## src/rtl/adc_seq_pkg.sv

```systemverilog
// Shared types for the ADC conversion sequence controller.
// Assumes four sample-and-hold channels in the front end.
package adc_seq_pkg;
    localparam int NUM_SH = 4;

    typedef enum logic [1:0] {
        SEL_CH0   = 2'b00,
        SEL_CH01  = 2'b01,
        SEL_ALL_A = 2'b10,
        SEL_ALL_B = 2'b11
    } chsel_e;
endpackage

```

## src/rtl/adc_seq_counter.sv

```systemverilog
// Conversion counter: divides conversion strobes and raises the period event.
// Assumes: the period changes only together with clr; pulses are combinational
// on done so they line up with the completing strobe.
module adc_seq_counter #(
    parameter int RATE_W = 5
) (
    input  logic              clk,
    input  logic              rst_n,
    input  logic              clr,
    input  logic              done,
    input  logic [RATE_W-1:0] last,
    input  logic              dma_mode,
    output logic              evt,
    output logic              irq,
    output logic              dma_inc
);
    logic [RATE_W-1:0] cnt;

    // Period event when the completing strobe arrives.
    assign evt     = done && (cnt == last);
    assign irq     = evt && !dma_mode;
    assign dma_inc = evt && dma_mode;

    // Count strobes, restart on event or clear.
    always_ff @(posedge clk) begin
        if (!rst_n || clr) cnt <= '0;
        else if (evt)      cnt <= '0;
        else if (done)     cnt <= cnt + 1'b1;
    end

    a_r2_pulse_with_done: assert property (@(posedge clk) disable iff (!rst_n)
        (irq || dma_inc) |-> done);
    a_r3_no_irq_in_dma: assert property (@(posedge clk) disable iff (!rst_n)
        dma_mode |-> !irq);
    a_r2_count_bound: assert property (@(posedge clk) disable iff (!rst_n)
        !clr |-> (cnt <= last));
    a_r1_count_cleared: assert property (@(posedge clk) disable iff (!rst_n)
        clr |=> (cnt == '0));
endmodule

```

## src/rtl/adc_seq_muxscan.sv

```systemverilog
// MUXA/MUXB alternation and CH0 scan stepping.
// Assumes SCAN_W is a power of two so position arithmetic wraps naturally.
module adc_seq_muxscan #(
    parameter int SCAN_W = 16,
    localparam int SIDX_W = $clog2(SCAN_W)
) (
    input  logic              clk,
    input  logic              rst_n,
    input  logic              clr,
    input  logic              done,
    input  logic              alt_en,
    input  logic              scan_en,
    input  logic [SCAN_W-1:0] mask,
    output logic              mux_b,
    output logic [SIDX_W-1:0] ch0_sel
);
    logic [SIDX_W-1:0] start;
    logic [SIDX_W-1:0] hit;
    logic [SIDX_W-1:0] pos;
    logic              found;

    // Search for the first set mask bit at or above the scan position.
    always_comb begin
        hit   = '0;
        found = 1'b0;
        pos   = '0;
        for (int k = 0; k < SCAN_W; k++) begin
            pos = start + SIDX_W'(k);
            if (!found && mask[pos]) begin
                found = 1'b1;
                hit   = pos;
            end
        end
    end

    assign ch0_sel = (scan_en && found) ? hit : '0;

    // Toggle the mux phase per strobe in alternating mode.
    always_ff @(posedge clk) begin
        if (!rst_n || clr)        mux_b <= 1'b0;
        else if (done && alt_en)  mux_b <= ~mux_b;
    end

    // Advance the scan position after a MUXA strobe.
    always_ff @(posedge clk) begin
        if (!rst_n || clr)                             start <= '0;
        else if (done && scan_en && !mux_b && found)   start <= hit + 1'b1;
    end

    a_r6_alt_toggle: assert property (@(posedge clk) disable iff (!rst_n)
        (!clr && done && alt_en) |=> (mux_b != $past(mux_b)));
    a_r6_muxa_only: assert property (@(posedge clk) disable iff (!rst_n)
        (!clr && !alt_en) |-> !mux_b);
    a_r9_sel_in_mask: assert property (@(posedge clk) disable iff (!rst_n)
        (scan_en && (|mask)) |-> mask[ch0_sel]);
endmodule

```

## src/rtl/adc_seq_bufaddr.sv

```systemverilog
// Result buffer pointer and half tracking.
// Assumes half_size and lanes change only together with clr.
module adc_seq_bufaddr #(
    parameter int ADDR_W = 8
) (
    input  logic              clk,
    input  logic              rst_n,
    input  logic              clr,
    input  logic              done,
    input  logic              evt,
    input  logic              bufm,
    input  logic [2:0]        lanes,
    input  logic [ADDR_W-1:0] half_size,
    output logic [ADDR_W-1:0] wr_addr,
    output logic              buf_half
);
    logic [ADDR_W-1:0] ptr;

    assign wr_addr = buf_half ? (ptr + half_size) : ptr;

    // Step the pointer by the results per conversion, restart per event.
    always_ff @(posedge clk) begin
        if (!rst_n || clr) ptr <= '0;
        else if (evt)      ptr <= '0;
        else if (done)     ptr <= ptr + ADDR_W'(lanes);
    end

    // Swap halves on each event in split-buffer mode.
    always_ff @(posedge clk) begin
        if (!rst_n || clr)     buf_half <= 1'b0;
        else if (evt && bufm)  buf_half <= ~buf_half;
    end

    a_r8_ptr_in_half: assert property (@(posedge clk) disable iff (!rst_n)
        !clr |-> (ptr < half_size));
    a_r7_half_hold: assert property (@(posedge clk) disable iff (!rst_n)
        (!clr && !(evt && bufm)) |=> $stable(buf_half));
    a_r7_single_half: assert property (@(posedge clk) disable iff (!rst_n)
        (!clr && !bufm) |-> !buf_half);
endmodule

```

## src/rtl/adc_seq_ctrl.sv

```systemverilog
// ADC conversion sequence controller top: decodes the control fields and
// ties counter, mux/scan and buffer addressing together.
// Assumes software pulses cfg_wr whenever it changes a control field.
module adc_seq_ctrl
    import adc_seq_pkg::*;
#(
    parameter int RATE_W = 5,
    parameter int SCAN_W = 16,
    localparam int SIDX_W = $clog2(SCAN_W),
    localparam int ADDR_W = RATE_W + 3
) (
    input  logic               clk,
    input  logic               rst_n,
    input  logic               enable,
    input  logic               cfg_wr,
    input  logic [RATE_W-1:0]  rate,
    input  logic [1:0]         chan_sel,
    input  logic               res12,
    input  logic               alt_en,
    input  logic               bufm_en,
    input  logic               scan_en,
    input  logic [SCAN_W-1:0]  scan_mask,
    input  logic               dma_mode,
    input  logic               conv_done,
    output logic [NUM_SH-1:0]  ch_en,
    output logic               mux_b,
    output logic [SIDX_W-1:0]  ch0_sel,
    output logic               irq_pulse,
    output logic               dma_inc,
    output logic [ADDR_W-1:0]  wr_addr,
    output logic               buf_half
);
    logic              clr, done, evt;
    logic [RATE_W-1:0] last;
    logic [1:0]        nsh;
    logic [2:0]        lanes;
    logic [ADDR_W-1:0] half_size;

    assign clr  = !enable || cfg_wr;
    assign done = conv_done && enable && !cfg_wr;

    // Period minus one: top rate bit only counts in DMA mode.
    assign last = dma_mode ? rate : {1'b0, rate[RATE_W-2:0]};

    // Results per conversion as a power-of-two shift.
    always_comb begin
        if (res12) nsh = 2'd0;
        else begin
            case (chsel_e'(chan_sel))
                SEL_CH0:  nsh = 2'd0;
                SEL_CH01: nsh = 2'd1;
                default:  nsh = 2'd2;
            endcase
        end
    end

    assign lanes     = 3'd1 << nsh;
    assign half_size = (ADDR_W'(last) + ADDR_W'(1)) << nsh;

    for (genvar g = 0; g < NUM_SH; g++) begin : g_lane
        assign ch_en[g] = (3'(g) < lanes);
    end

    adc_seq_counter #(.RATE_W(RATE_W)) u_cnt (
        .clk(clk), .rst_n(rst_n), .clr(clr), .done(done), .last(last),
        .dma_mode(dma_mode), .evt(evt), .irq(irq_pulse), .dma_inc(dma_inc)
    );

    adc_seq_muxscan #(.SCAN_W(SCAN_W)) u_mux (
        .clk(clk), .rst_n(rst_n), .clr(clr), .done(done), .alt_en(alt_en),
        .scan_en(scan_en), .mask(scan_mask), .mux_b(mux_b), .ch0_sel(ch0_sel)
    );

    adc_seq_bufaddr #(.ADDR_W(ADDR_W)) u_buf (
        .clk(clk), .rst_n(rst_n), .clr(clr), .done(done), .evt(evt),
        .bufm(bufm_en), .lanes(lanes), .half_size(half_size),
        .wr_addr(wr_addr), .buf_half(buf_half)
    );

    a_r5_single_lane: assert property (@(posedge clk) disable iff (!rst_n)
        res12 |-> (ch_en == 4'b0001));
    a_r10_idle_quiet: assert property (@(posedge clk) disable iff (!rst_n)
        !enable |-> (!irq_pulse && !dma_inc));
endmodule

```

## config.mk

```make
export PLATFORM = sky130hd
export DESIGN_NAME = adc_seq_ctrl
export DESIGN_NICKNAME = d
export VERILOG_FILES = /design/src/rtl/adc_seq_pkg.sv /design/src/rtl/adc_seq_counter.sv /design/src/rtl/adc_seq_muxscan.sv /design/src/rtl/adc_seq_bufaddr.sv /design/src/rtl/adc_seq_ctrl.sv
export SDC_FILE = /design/constraint.sdc
export NUM_CORES = 1
export LEC_CHECK = 0
export ABC_CLOCK_PERIOD_IN_PS = 8600
export BUFFER_PORTS_ARGS = -buffer_cell sky130_fd_sc_hd__buf_4
export CAP_MARGIN = 20
export CORE_UTILIZATION = 36
export CTS_BUF_LIST = sky130_fd_sc_hd__clkbuf_16
export DETAILED_ROUTE_END_ITERATION = 12
export SETUP_SLACK_MARGIN = 0.4
export SLEW_MARGIN = 20
export SYNTH_ARGS = -nofsm -noshare
export SYNTH_HDL_FRONTEND = slang
export SYNTH_HIERARCHICAL = 1
export SYNTH_SLANG_ARGS = --single-unit
```

## constraint.sdc

```tcl
create_clock -name clk -period 8.6 [get_ports clk]
set_input_delay 0.86 -clock clk [delete_from_list [all_inputs] [get_ports clk]]
set_output_delay 0.86 -clock clk [all_outputs]
set_load 0.05 [all_outputs]
```

======== Word level (Yosys, flattened, before mapping) ========
Cells that the tools add are included.
word-level totals
  flip-flop bits (word level) ............. 19
  bits of input ports ..................... 33
cells by class
  add/sub/neg operators ................... 20
  order comparisons ....................... 20
  equal/unequal tests ..................... 2
  shift-type cells ........................ 2
  mux-type cells .......................... 69
  bitwise logic cells ..................... 2
  reductions and logical operators ........ 50
operator list
  operator                                                     count
  less-than comparator 4 x 5 -> 1 bit (second input constant)  16
  two-way mux 4 bit                                            17
  binary-select mux 1 bit (select 4 bit)                       16
  adder 4 bit (second input constant)                          8
  two-way mux 1 bit                                            32
  logical AND 1 bit                                            26
  zero test 1 bit                                              20
  adder 4 x 3 -> 4 bit (second input constant)                 4
  adder 4 x 1 -> 4 bit (second input constant)                 2
  adder 4 x 2 -> 4 bit (second input constant)                 2
  adder 8 x 3 -> 8 bit                                         1
  adder 8 bit                                                  1
  two-way mux 8 bit                                            1
  left shift 6 x 2 -> 8 bit                                    1
  adder 5 x 1 -> 6 bit (second input constant)                 1
  less-than comparator 1 x 3 -> 1 bit (first input constant)   2
  less-than comparator 2 x 3 -> 1 bit (first input constant)   2
  adder 5 x 1 -> 5 bit (second input constant)                 1
  equality test 5 bit                                          1
  two-way mux 5 bit                                            1
  one-hot mux 2 bit (2 select lines)                           1
  left shift 1 x 2 -> 3 bit (first input constant)             1
  equality test 2 x 1 -> 1 bit (second input constant)         1
  zero test 2 bit                                              1
  other kinds (4)                                              6

======== Depth between registers and ports, before layout ========
Gate-level depths: netlist (run 1).
  depth in word-level cells ............... 50
  gate-level depth with buffers ........... 20
  depth with buffers taken out ............ 15

======== By module ========
The synthesis (run 1) kept the hierarchy.
by module, submodules not included
  module           times used  cells an instance  area each (µm²)  seq. area each (µm²)
  adc_seq_muxscan  1           315                2747.6           100.1
  adc_seq_bufaddr  1           108                912.1            180.2
  adc_seq_ctrl     1           52                 340.3            0.0
  adc_seq_counter  1           31                 316.6            100.1

======== Worst setup path after synthesis (run 1) ========
Ideal clock, no wire load.
  kind .................................... register to output
  from .................................... reg u_mux.start[0]
  to ...................................... out ch0_sel[0]
  arrival time ............................ 4.240 ns
  data required time ...................... 7.740 ns
  setup slack ............................. 3.500 ns
  stages on the path, launching flop included .. 15
  path buffers ............................ 3
  cell sequence ........................... dfxtp_1 > buf_4 > buf_4 > inv_2 > ha_1 > buf_2 > mux4_2 > mux2i_1 > mux2i_1 > nor4_1 > nand2_1 > a211oi_1 > o22a_1 > inv_1 > nor2_1
on the way
  word-level cells in the longest chain between the ends .. 50
ends and longest elaborated chain
  element                                                                        line                   RTL
  start: declaration                                                             adc_seq_muxscan.sv:17  logic [SIDX_W-1:0] start;
  start signal: assignment                                                       adc_seq_muxscan.sv:47  else if (done && scan_en && !mux_b && found) start <= hit + 1'b1;
  parallel branches: the longest is 49 deep, another holds adder 4 x 1 -> 4 bit  n/a
  two-way mux 4 bit (*)                                                          adc_seq_muxscan.sv:36  assign ch0_sel = (scan_en && found) ? hit : '0;
  end: declaration                                                               adc_seq_ctrl.sv:27     output logic [SIDX_W-1:0] ch0_sel,
Mark *: on every way between the ends. The select of a mux whose other input is x is not followed.

======== Worst setup path in the final report (run 1) ========
  from .................................... reg u_mux.start[1]
  to ...................................... out ch0_sel[3]
Same word-level chain as after synthesis.

==> results.sh, run 1 <==
export IMPL_status="finished, final reports clean"
export IMPL_vias=4236
export IMPL_slew_viol_final=0
export IMPL_ys_types=95
export IMPL_crit_required_ns=7.74
export IMPL_finClkSkew_ns=0.00186
export IMPL_syn_area_per_cell_um2=8.53
export IMPL_synth_area_um2=4320
export IMPL_chipWidth_um=112
export IMPL_seqPwrFrac=0.278
export IMPL_syn_to_final_growth_pct=12.1
export IMPL_maxCapViolCount=0
export IMPL_peakVddDrop_mv=0.0605
export IMPL_max_stage_delay_ns=0.96
export IMPL_rsz0062_at_grt="no"
export IMPL_power_leakage_nw=1.78
export IMPL_rows=39
export IMPL_worstSetupPathType="reg -> out"
export IMPL_dieHeight_um=112
export IMPL_worst_pin_slew_ns=1.08
export IMPL_cts_max_path_buffers=2
export IMPL_maxSlewHeadroom=0.276
export IMPL_fmax_mhz=154
export IMPL_clock_sinks=19
export IMPL_seq_area_frac_synth=0.0881
export IMPL_final_cell_mix="buf_4 (55), nand2_1 (43), nor2_1 (40)"
export IMPL_grt_pass1_vias=4121
export IMPL_clockRootBuffer="clkbuf_16"
export IMPL_antenna_found_initial=0
export IMPL_drc=0
export IMPL_dieArea_um2=12400
export IMPL_reg2regPathDepth=15
export IMPL_viasPerCell=6.20
export IMPL_grt_use_total=0.211
export IMPL_drt_wirelength_per_cell_um=18.8
export IMPL_cts_setup_buffers=0
export IMPL_cts_htree_levels=1
export IMPL_cts_hold_buf=0
export IMPL_min_delay_start="u_buf/ptr[6]"
export IMPL_period_share=0.755
export IMPL_min_path_type="reg -> reg"
export IMPL_clk_pin_slew_worst_paths_ns=0.05
export IMPL_whs_ns=0.554
export IMPL_synth_ff_type="dfxtp_1"
export IMPL_synth_edf_count=0
export IMPL_setup_violations=0
export IMPL_cp_cell_sequence="inv_2 -> ha_1 -> nor2b_1 -> a2111oi_0 -> or4_1 -> nor4b_4 -> nand3_2 -> o211a_1 -> or4_1 -> a21oi_2 -> nor2_1 -> buf_4"
export IMPL_dp_hpwl_um=10000
export IMPL_diodes=0
export IMPL_setup_tns_ns=0
export IMPL_power_switching_w=0.000114
export IMPL_drtIter0Drc=361
export IMPL_route_antenna_remaining_nets=0
export IMPL_gp_congestion=0.967
export IMPL_finalHoldViolations=0
export IMPL_numCtsBuffers=3
export IMPL_layout_drive_gt1_share=0.259
export IMPL_first_pass_iters=5
export IMPL_min_to="u_buf/ptr[6]"
export IMPL_combPwrFrac=0.427
export IMPL_period_minus_slack_ns=6.49
export IMPL_ys_ff_latch=19
export IMPL_p_sw_frac=0.357
export IMPL_worstSetupStartpointType="flip-flop"
export IMPL_initial_utilization=0.373
export IMPL_clkPwrFrac=0.295
export IMPL_p_int_w=0.000206
export IMPL_critPathMaxFanout=38
export IMPL_grt_ovfl_total=0
export IMPL_regToRegEndpoint="u_mux/start[2]"
export IMPL_grt_max_degree=39
export IMPL_rr_startpoint="u_mux/start[1]"
export IMPL_routed_wl_um=12800
export IMPL_core_area_um2=11600
export IMPL_cp_slowest_cell="dfxtp_2"
export IMPL_cts_tree="built"
export IMPL_syn_inst=506
export IMPL_p_per_area_nw_per_um2=66.1
export IMPL_cp_end_kind="primary output"
export IMPL_syn_num_nets=561
export IMPL_ys_async_sr_fraction=0
export IMPL_clock_latency_ns=0.25
export IMPL_grt_pass1_wl_um=21200
export IMPL_cpMostUsedCell="or4_1"
export IMPL_rrSetupSlack_ns=3.05
export IMPL_ios=53
export IMPL_utilization=0.419
export IMPL_place_ws_ns=2.48
export IMPL_final_common_cell="buf_4"
export IMPL_fin_nets=596
export IMPL_worstPathArrival_ns=5.63
export IMPL_place_port_buffers=51
export IMPL_yosysWarningCount=6
export IMPL_cts_resized=0
export IMPL_hold_path_depth=2
export IMPL_finalWorstSetupSlack_ns=2.11
-- kinds of logic after synthesis --
kind of cell / after synthesis / synth area share
adders and majority gates: 22 / 0.0672
and+or+nand+nor: 174 / 0.223
other: 1 / 0.000869
DFF: 19 / 0.0881
xor gates and xnor gates: 34 / 0.0707
muxes: 87 / 0.283
buffers and inverters: 46 / 0.0542
AOI/OAI and AO/OA: 123 / 0.213
-- metrics by stage --
step | std cells | power (W) | instance area, um^2
after floorplan | 506 | 0.000182 | 4320
after global placement | 679 | 0.000225 | 4760
after detailed placement | 679 | 0.000226 | 4760
after CTS | 683 | 0.000321 | 4840
after global routing | 683 | 0.000339 | 4840
final | 683 | 0.000320 | 4840
-- critical path, delay by kind of cell, from the launching register on --
kind / cells / cell delay (ns)
compound gates: 3 / 1.38
buf+inv: 2 / 0.48
flops: 1 / 0.96
fa+ha+maj: 1 / 0.81
simple gates: 6 / 1.72
-- layout make-up --
class / instances / area [um^2]
fill: 1156 / 6720
sequential: 19 / 382
multi-input combinational: 441 / 3700
timing repair buffer: 55 / 413
clock buffer: 3 / 75.1
inverter: 21 / 86.3
tap: 143 / 179
clock inverter: 1 / 3.75
-- power by group through the flow --
stage	combinational, W	sequential [W]	clock [W]
after floorplan	0.0000918	0.0000906	0
after global placement	0.000134	0.0000909	0
after detailed placement	0.000135	0.0000909	0
after CTS	0.000135	0.0000890	0.0000964
after global routing	0.000148	0.0000890	0.000103
final	0.000137	0.0000890	0.0000945
-- worst max-delay path by stage --
stage,slack (ns),depth (start not counted),end,start
floorplan,3.50,14,ch0_sel[0],u_mux/start[0]
global placement,2.58,12,ch0_sel[3],u_mux/start[1]
detailed placement,2.48,12,ch0_sel[3],u_mux/start[1]
CTS,2.21,12,ch0_sel[3],u_mux/start[1]
global route,1.82,12,ch0_sel[0],u_mux/start[1]
finish,2.11,12,ch0_sel[3],u_mux/start[1]
-- metal layers --
| layer | GRT usage | up-vias | routed length [um] |
|---|---|---|---|
| met3 | 0.0327 | 29 | 933 |
| met5 | 0 | - | 0 |
| met2 | 0.358 | 176 | 6040 |
| li1 | - | 2013 | - |
| met4 | 0.0712 | 0 | 343 |
| met1 | 0.272 | 2018 | 5510 |
-- synthesized netlist by cell type, drive strengths merged (16+ instances only) --
cell type	instances	area share
dfxtp	19	0.088
ha	20	0.058
mux2	24	0.064
nand2	44	0.039
xnor2	19	0.039
mux4	23	0.12
a211oi	16	0.032
mux2i	40	0.098
inv	20	0.019
a21oi	30	0.038
nor2	41	0.036
-- registers in the layout (all words and copies together) (netlist names) --
name / count
u_buf/buf_half: 1
u_buf/ptr: 8
u_cnt/cnt: 5
u_mux/mux_b: 1
u_mux/start: 4
No activity file was read; power rests on OpenSTA's default activity.
==> run 2: changes to the inputs <==
--- a/config.mk
+++ b/config.mk
@@ -5,7 +5,8 @@
 export SDC_FILE = /design/constraint.sdc
 export NUM_CORES = 1
 export LEC_CHECK = 0
-export ABC_CLOCK_PERIOD_IN_PS = 8600
+export ABC_AREA = 1
+export ABC_CLOCK_PERIOD_IN_PS = 6640
 export BUFFER_PORTS_ARGS = -buffer_cell sky130_fd_sc_hd__buf_4
 export CAP_MARGIN = 20
 export CORE_UTILIZATION = 36
==> constraint.sdc (replaced) <==
create_clock -name clk -period 6.64 [get_ports clk]
set_input_delay 0.664 -clock clk [delete_from_list [all_inputs] [get_ports clk]]
set_output_delay 0.664 -clock clk [all_outputs]
set_load 0.05 [all_outputs]
==> run 2 against run 1 <==
Sequential power is 30% higher. Synthesized cell count up 33%. Flip-flop and latch count stayed put. Power increased by 26%. First-iteration DRC count decreased by 32%. Via count grew 3.0%. Largest cell class unchanged. Highest routed layer unchanged. Cell count is 25% higher. Clock power is 37% higher. Register-to-register slack got worse by 1.3 ns. Sequential share of layout area is 0.84 points higher.
==> results.sh, run 2 <==
export IMPL_drt_wirelength_per_cell_um=13.2
export IMPL_reg_top3="u_buf/ptr x8, u_cnt/cnt x5, u_mux/start x4"
export IMPL_period_share=0.823
export IMPL_whs_ns=0.510
export IMPL_dieArea_um2=11000
export IMPL_synth_edf_count=0
export IMPL_route_antenna_remaining_nets=0
export IMPL_finalHoldViolations=0
export IMPL_ys_async_sr_fraction=0
export IMPL_first_pass_iters=5
export IMPL_period_minus_slack_ns=5.47
export IMPL_cts_setup_buffers=0
export IMPL_min_delay_start="u_buf/ptr[4]"
export IMPL_peakVddDrop_mv=0.0742
export IMPL_initial_utilization=0.370
export IMPL_numCtsBuffers=3
export IMPL_final_common_cell="nand2_1"
export IMPL_antenna_found_initial=0
export IMPL_worstSetupStartpointType="flip-flop"
export IMPL_critPathMaxFanout=23
export IMPL_gp_congestion=1.00
export IMPL_finClkSkew_ns=0.00232
export IMPL_slew_viol_final=0
export IMPL_setup_tns_ns=0
export IMPL_cp_end_kind="primary output"
export IMPL_syn_area_per_cell_um2=5.66
export IMPL_core_area_um2=10300
export IMPL_ios=53
export IMPL_regToRegEndpoint="u_mux/start[2]"
export IMPL_synth_most_common_cell="nand2_1"
export IMPL_placed_area_um2=4280
export IMPL_hold_path_depth=2
export IMPL_diodes=0
export IMPL_grt_pass1_wl_um=18600
export IMPL_clock_latency_ns=0.25
export IMPL_cts_max_path_buffers=2
export IMPL_place_port_buffers=51
export IMPL_yosysWarningCount=6
export IMPL_largest_reg_flops=8
export IMPL_dieHeight_um=105
export IMPL_ys_types=49
export IMPL_rsz0062_at_grt="no"
export IMPL_worstSetupPathType="reg -> out"
export IMPL_rows=37
export IMPL_fin_nets=773
export IMPL_grt_ovfl_total=0
export IMPL_chipWidth_um=105
export IMPL_vias=4362
export IMPL_viasPerCell=5.11
export IMPL_clk_pin_slew_worst_paths_ns=0.06
export IMPL_ys_ff_latch=19
export IMPL_synth_area_um2=3820
export IMPL_fmax_mhz=183
export IMPL_syn_num_nets=729
export IMPL_synth_top_area_share=0.210
export IMPL_grt_use_total=0.207
export IMPL_utilization=0.422
export IMPL_synth_area_leaders="nand2_1 (21%), nand3_1 (17%), dfxtp_1 (10%)"
export IMPL_p_total_w=0.000404
export IMPL_final_cell_mix="nand2_1 (214), nand3_1 (127), inv_1 (92)"
export IMPL_syn_inst=674
export IMPL_power_leakage_nw=2.30
export IMPL_fin_area_um2=4360
export IMPL_worst_pin_slew_ns=0.775
export IMPL_routed_wl_um=11300
export IMPL_cts_resized=0
export IMPL_synth_top_cells_by_count="nand2_1 (214), nand3_1 (127), inv_1 (92)"
export IMPL_crit_required_ns=5.98
export IMPL_layout_drive_gt1_share=0.159
export IMPL_cts_tree="built"
export IMPL_rrSetupSlack_ns=1.77
export IMPL_min_to="u_buf/ptr[4]"
export IMPL_dp_hpwl_um=9230
export IMPL_drtIter0Drc=245
export IMPL_min_path_type="reg -> reg"
export IMPL_fillers=1150
export IMPL_reg2regPathDepth=27
export IMPL_synth_ff_type="dfxtp_1"
export IMPL_cts_hold_buf=0
export IMPL_status="finished, final reports clean"
export IMPL_grt_max_degree=24
export IMPL_seq_area_frac_synth=0.0996
export IMPL_clockRootBuffer="clkbuf_16"
export IMPL_maxCapViolCount=0
export IMPL_maxSlewHeadroom=0.483
export IMPL_p_per_area_nw_per_um2=92.7
export IMPL_setup_violations=0
export IMPL_grt_pass1_vias=3920
export IMPL_clock_sinks=19
export IMPL_synth_top_cell_by_area="nand2_1"
export IMPL_drc=0
export IMPL_worstPathArrival_ns=4.80
export IMPL_rr_startpoint="u_mux/start[0]"
export IMPL_regMostFlops="u_buf/ptr"
export IMPL_cts_htree_levels=1
export IMPL_syn_to_final_growth_pct=14.2
-- run 2: cells by family (layout without fill, tap and decap cells) --
logic type                 after synthesis  count (layout)  synth area share
and+or+nand+nor                        454             454             0.577
buffers and inverters                  117             160             0.130
AOI/OAI and AO/OA                       43              43            0.0656
adders and majority gates               22              22            0.0760
DFF                                     19              19            0.0996
xor gates and xnor gates                18              18            0.0501
other                                    1               1          0.000982
-- run 2: stage by stage --
stage,setup slack (ns),cells
3_3_place_gp,1.55,849
4_1_cts,1.18,853
2_1_floorplan,2.06,674
6_report,1.17,853
5_1_grt,0.760,853
3_5_place_dp,1.47,849
-- run 2: worst max-delay path by stage --
stage                               from          to  depth (start not counted)
after global routing      u_mux/start[0]  ch0_sel[0]                         21
after floorplan           u_mux/start[1]  ch0_sel[1]                         20
final                     u_mux/start[0]  ch0_sel[0]                         21
after detailed placement  u_mux/start[0]  ch0_sel[0]                         21
after global placement    u_mux/start[0]  ch0_sel[0]                         21
after CTS                 u_mux/start[0]  ch0_sel[0]                         21
-- run 2: critical path: stages (launching register included) --
cell and delay [ns]:
dfxtp_1 0.81, inv_2 0.36, ha_1 0.61, clkinv_1 0.30, nand3_1 0.14, nand3_1 0.13
nand2_1 0.08, nand2_1 0.12, nand2_2 0.14, nor2_8 0.16, nand4_4 0.11, nor2_4 0.18
nand4_2 0.14, nor2_4 0.20, nand3_4 0.15, nor2_8 0.15, nand4_4 0.13, nand3_1 0.10
and2_4 0.18, inv_1 0.05, nor2_1 0.10, buf_4 0.21
-- run 2: report_power, final --
group	internal (W)	total, W	switching, W
clock network	0.0000815	0.000129	0.0000476
registers	0.000114	0.000116	0.00000127
logic	0.0000543	0.000159	0.000105
-- run 2: final cells by class --
cell class | instances | area (um^2) | area share
inverter | 103 | 388 | 0.0890
clock buffer | 3 | 75.1 | 0.0172
clock inverter | 1 | 7.51 | 0.00172
multi-input combinational | 538 | 2940 | 0.674
sequential | 19 | 380 | 0.0873
timing repair buffer | 53 | 398 | 0.0913
tap | 136 | 170 | 0.0390
-- run 2: per-layer routing --
layer,GRT usage,share of wire
met5,0,0
met4,0.0362,0.010
met3,0.0331,0.060
met2,0.345,0.46
met1,0.282,0.47
==> run 3: changes to the inputs <==
--- a/config.mk
+++ b/config.mk
@@ -6,7 +6,7 @@
 export NUM_CORES = 1
 export LEC_CHECK = 0
 export ABC_AREA = 1
-export ABC_CLOCK_PERIOD_IN_PS = 6640
+export ABC_CLOCK_PERIOD_IN_PS = 4800
 export BUFFER_PORTS_ARGS = -buffer_cell sky130_fd_sc_hd__buf_4
 export CAP_MARGIN = 20
 export CORE_UTILIZATION = 36
==> constraint.sdc (replaced) <==
create_clock -name clk -period 4.8 [get_ports clk]
set_input_delay 0.48 -clock clk [delete_from_list [all_inputs] [get_ports clk]]
set_output_delay 0.48 -clock clk [all_outputs]
set_load 0.05 [all_outputs]
==> run 3 against run 2 <==
Via count is 0.14% higher. Register-to-register slack worse by 0.64 ns. Routed wire length is 1.0% lower. Design area rose by 3.8%. Sequential share of layout area down 0.24 points. Critical path type unchanged. Largest cell class unchanged. Highest routed layer unchanged.
==> results.sh, run 3 (synthesized netlist as in run 2, its figures left out) <==
export IMPL_worst_pin_slew_ns=0.518
export IMPL_grt_max_degree=23
export IMPL_fmax_mhz=245
export IMPL_diodes=0
export IMPL_vias=4368
export IMPL_clock_sinks=19
export IMPL_finalHoldViolations=0
export IMPL_setup_violations=0
export IMPL_min_delay_start="u_buf/ptr[4]"
export IMPL_reg2regPathDepth=25
export IMPL_min_to="u_buf/ptr[4]"
export IMPL_peakVddDrop_mv=0.102
export IMPL_regToRegEndpoint="u_mux/start[2]"
export IMPL_grt_pass1_vias=3914
export IMPL_slew_viol_final=0
export IMPL_rows=37
export IMPL_critPathBufInv=5
export IMPL_cts_htree_levels=1
export IMPL_syn_to_final_growth_pct=18.6
export IMPL_clk_pin_slew_worst_paths_ns=0.05
export IMPL_dp_cells=858
export IMPL_grt_pass1_wl_um=18500
export IMPL_initial_utilization=0.370
export IMPL_first_pass_iters=5
export IMPL_final_cell_mix="nand2_1 (214), nand3_1 (127), inv_1 (93)"
export IMPL_finClkSkew_ns=0.00352
export IMPL_gp_congestion=0.919
export IMPL_maxSlewHeadroom=0.652
export IMPL_grt_use_total=0.204
export IMPL_fin_area_um2=4530
export IMPL_dp_hpwl_um=9280
export IMPL_worstSetupPathType="reg -> out"
export IMPL_placed_area_um2=4340
export IMPL_grt_ovfl_total=0
export IMPL_cts_max_path_buffers=2
export IMPL_routed_wl_um=11200
export IMPL_rrSetupSlack_ns=1.13
export IMPL_cpLargestDelayFamily="simple AND/OR/NAND/NOR gates"
export IMPL_place_port_buffers=51
export IMPL_max_stage_delay_ns=0.43
export IMPL_p_per_area_nw_per_um2=122
export IMPL_maxCapViolCount=0
export IMPL_critPathMaxFanout=11
export IMPL_rsz0062_at_grt="yes"
export IMPL_cts_tree="built"
export IMPL_dieHeight_um=105
export IMPL_route_antenna_remaining_nets=0
export IMPL_ios=53
export IMPL_finalWorstSetupSlack_ns=0.722
export IMPL_place_ws_ns=0.842
export IMPL_cp_slowest_cell="ha_1"
export IMPL_setup_tns_ns=0
export IMPL_core_area_um2=10300
export IMPL_crit_required_ns=4.32
export IMPL_chipWidth_um=105
export IMPL_fin_nets=786
export IMPL_period_minus_slack_ns=4.08
export IMPL_clock_latency_ns=0.25
export IMPL_whs_ns=0.512
export IMPL_min_path_type="reg -> reg"
export IMPL_antenna_found_initial=0
export IMPL_layout_drive_gt1_share=0.186
export IMPL_drtIter0Drc=247
export IMPL_drc=0
export IMPL_period_share=0.850
export IMPL_cp_end_kind="primary output"
export IMPL_final_common_cell="nand2_1"
export IMPL_worstSetupStartpointType="flip-flop"
export IMPL_cts_hold_buf=0
export IMPL_regMostFlops="u_buf/ptr"
export IMPL_largest_reg_flops=8
export IMPL_instances_no_fill=866
export IMPL_status="finished, final reports clean"
export IMPL_dieArea_um2=11000
export IMPL_power_leakage_nw=2.38
export IMPL_numCtsBuffers=3
export IMPL_drt_wirelength_per_cell_um=12.9
export IMPL_reg_top3="u_buf/ptr x8, u_cnt/cnt x5, u_mux/start x4"
export IMPL_worstPathArrival_ns=3.60
export IMPL_rr_startpoint="u_mux/start[1]"
export IMPL_viasPerCell=5.04
export IMPL_hold_path_depth=2
export IMPL_clockRootBuffer="clkbuf_16"
export IMPL_cp_cell_sequence="inv_1 -> buf_4 -> ha_1 -> inv_1 -> nand3_1 -> nand3_1 -> nand2_1 -> nand4_4 -> nor2_4 -> nand4_2 -> nor2_4 -> nand3_4 -> nor2_8 -> nand4_4 -> nand3_1 -> and2_4 -> inv_1 -> nor2_1 -> buf_6"
run 3: through the flow:
step / util / power [W]
after CTS: 0.428 / 0.000553
after detailed placement: 0.421 / 0.000383
after global routing: 0.438 / 0.000593
final: 0.438 / 0.000550
after floorplan: - / 0.000317
after global placement: 0.421 / 0.000381
run 3: area by class of cell:
class                           instances  area (um^2)
Fill cell                            1099         5800
Tap cell                              136          170
Multi-Input combinational cell        538         2990
Clock buffer                            3         75.1
Inverter                              103          394
Timing Repair Buffer                   66          510
Sequential cell                        19          384
Clock inverter                          1         3.75
run 3: layer usage:
layer | global-route usage | part of all wire
met1 | 0.281 | 0.49
met2 | 0.341 | 0.44
met3 | 0.0225 | 0.052
met4 | 0.0453 | 0.015
met5 | 0 | 0
run 3: where the power goes:
| group | internal [W] | switching, W | leakage, nW |
|---|---|---|---|
| Clock | 0.000111 | 0.0000546 | 0.0423 |
| Combinational | 0.0000791 | 0.000147 | 2.18 |
| Sequential | 0.000158 | 0.000000951 | 0.155 |
run 3: worst min-delay path, stage by stage, from the launching register on:
cell     delay (ns)
dfxtp_1        0.33
inv_1          0.07
a21oi_1        0.06
run 3: worst max-delay path by stage:
stage	start	endpoint	slack, ns	depth (start not counted)
6_report	u_mux/start[1]	ch0_sel[0]	0.72	19
5_1_grt	u_mux/start[1]	ch0_sel[3]	0.36	19
2_1_floorplan	u_mux/start[1]	ch0_sel[1]	0.41	20
3_3_place_gp	u_mux/start[3]	ch0_sel[0]	0.94	18
4_1_cts	u_mux/start[0]	ch0_sel[3]	0.55	21
3_5_place_dp	u_mux/start[0]	ch0_sel[3]	0.84	21
run 3: repair_timing:
item	4_1_cts	5_1_grt
setup endpoints to repair	0	4
gates resized for setup	0	17
buffers inserted	0	4
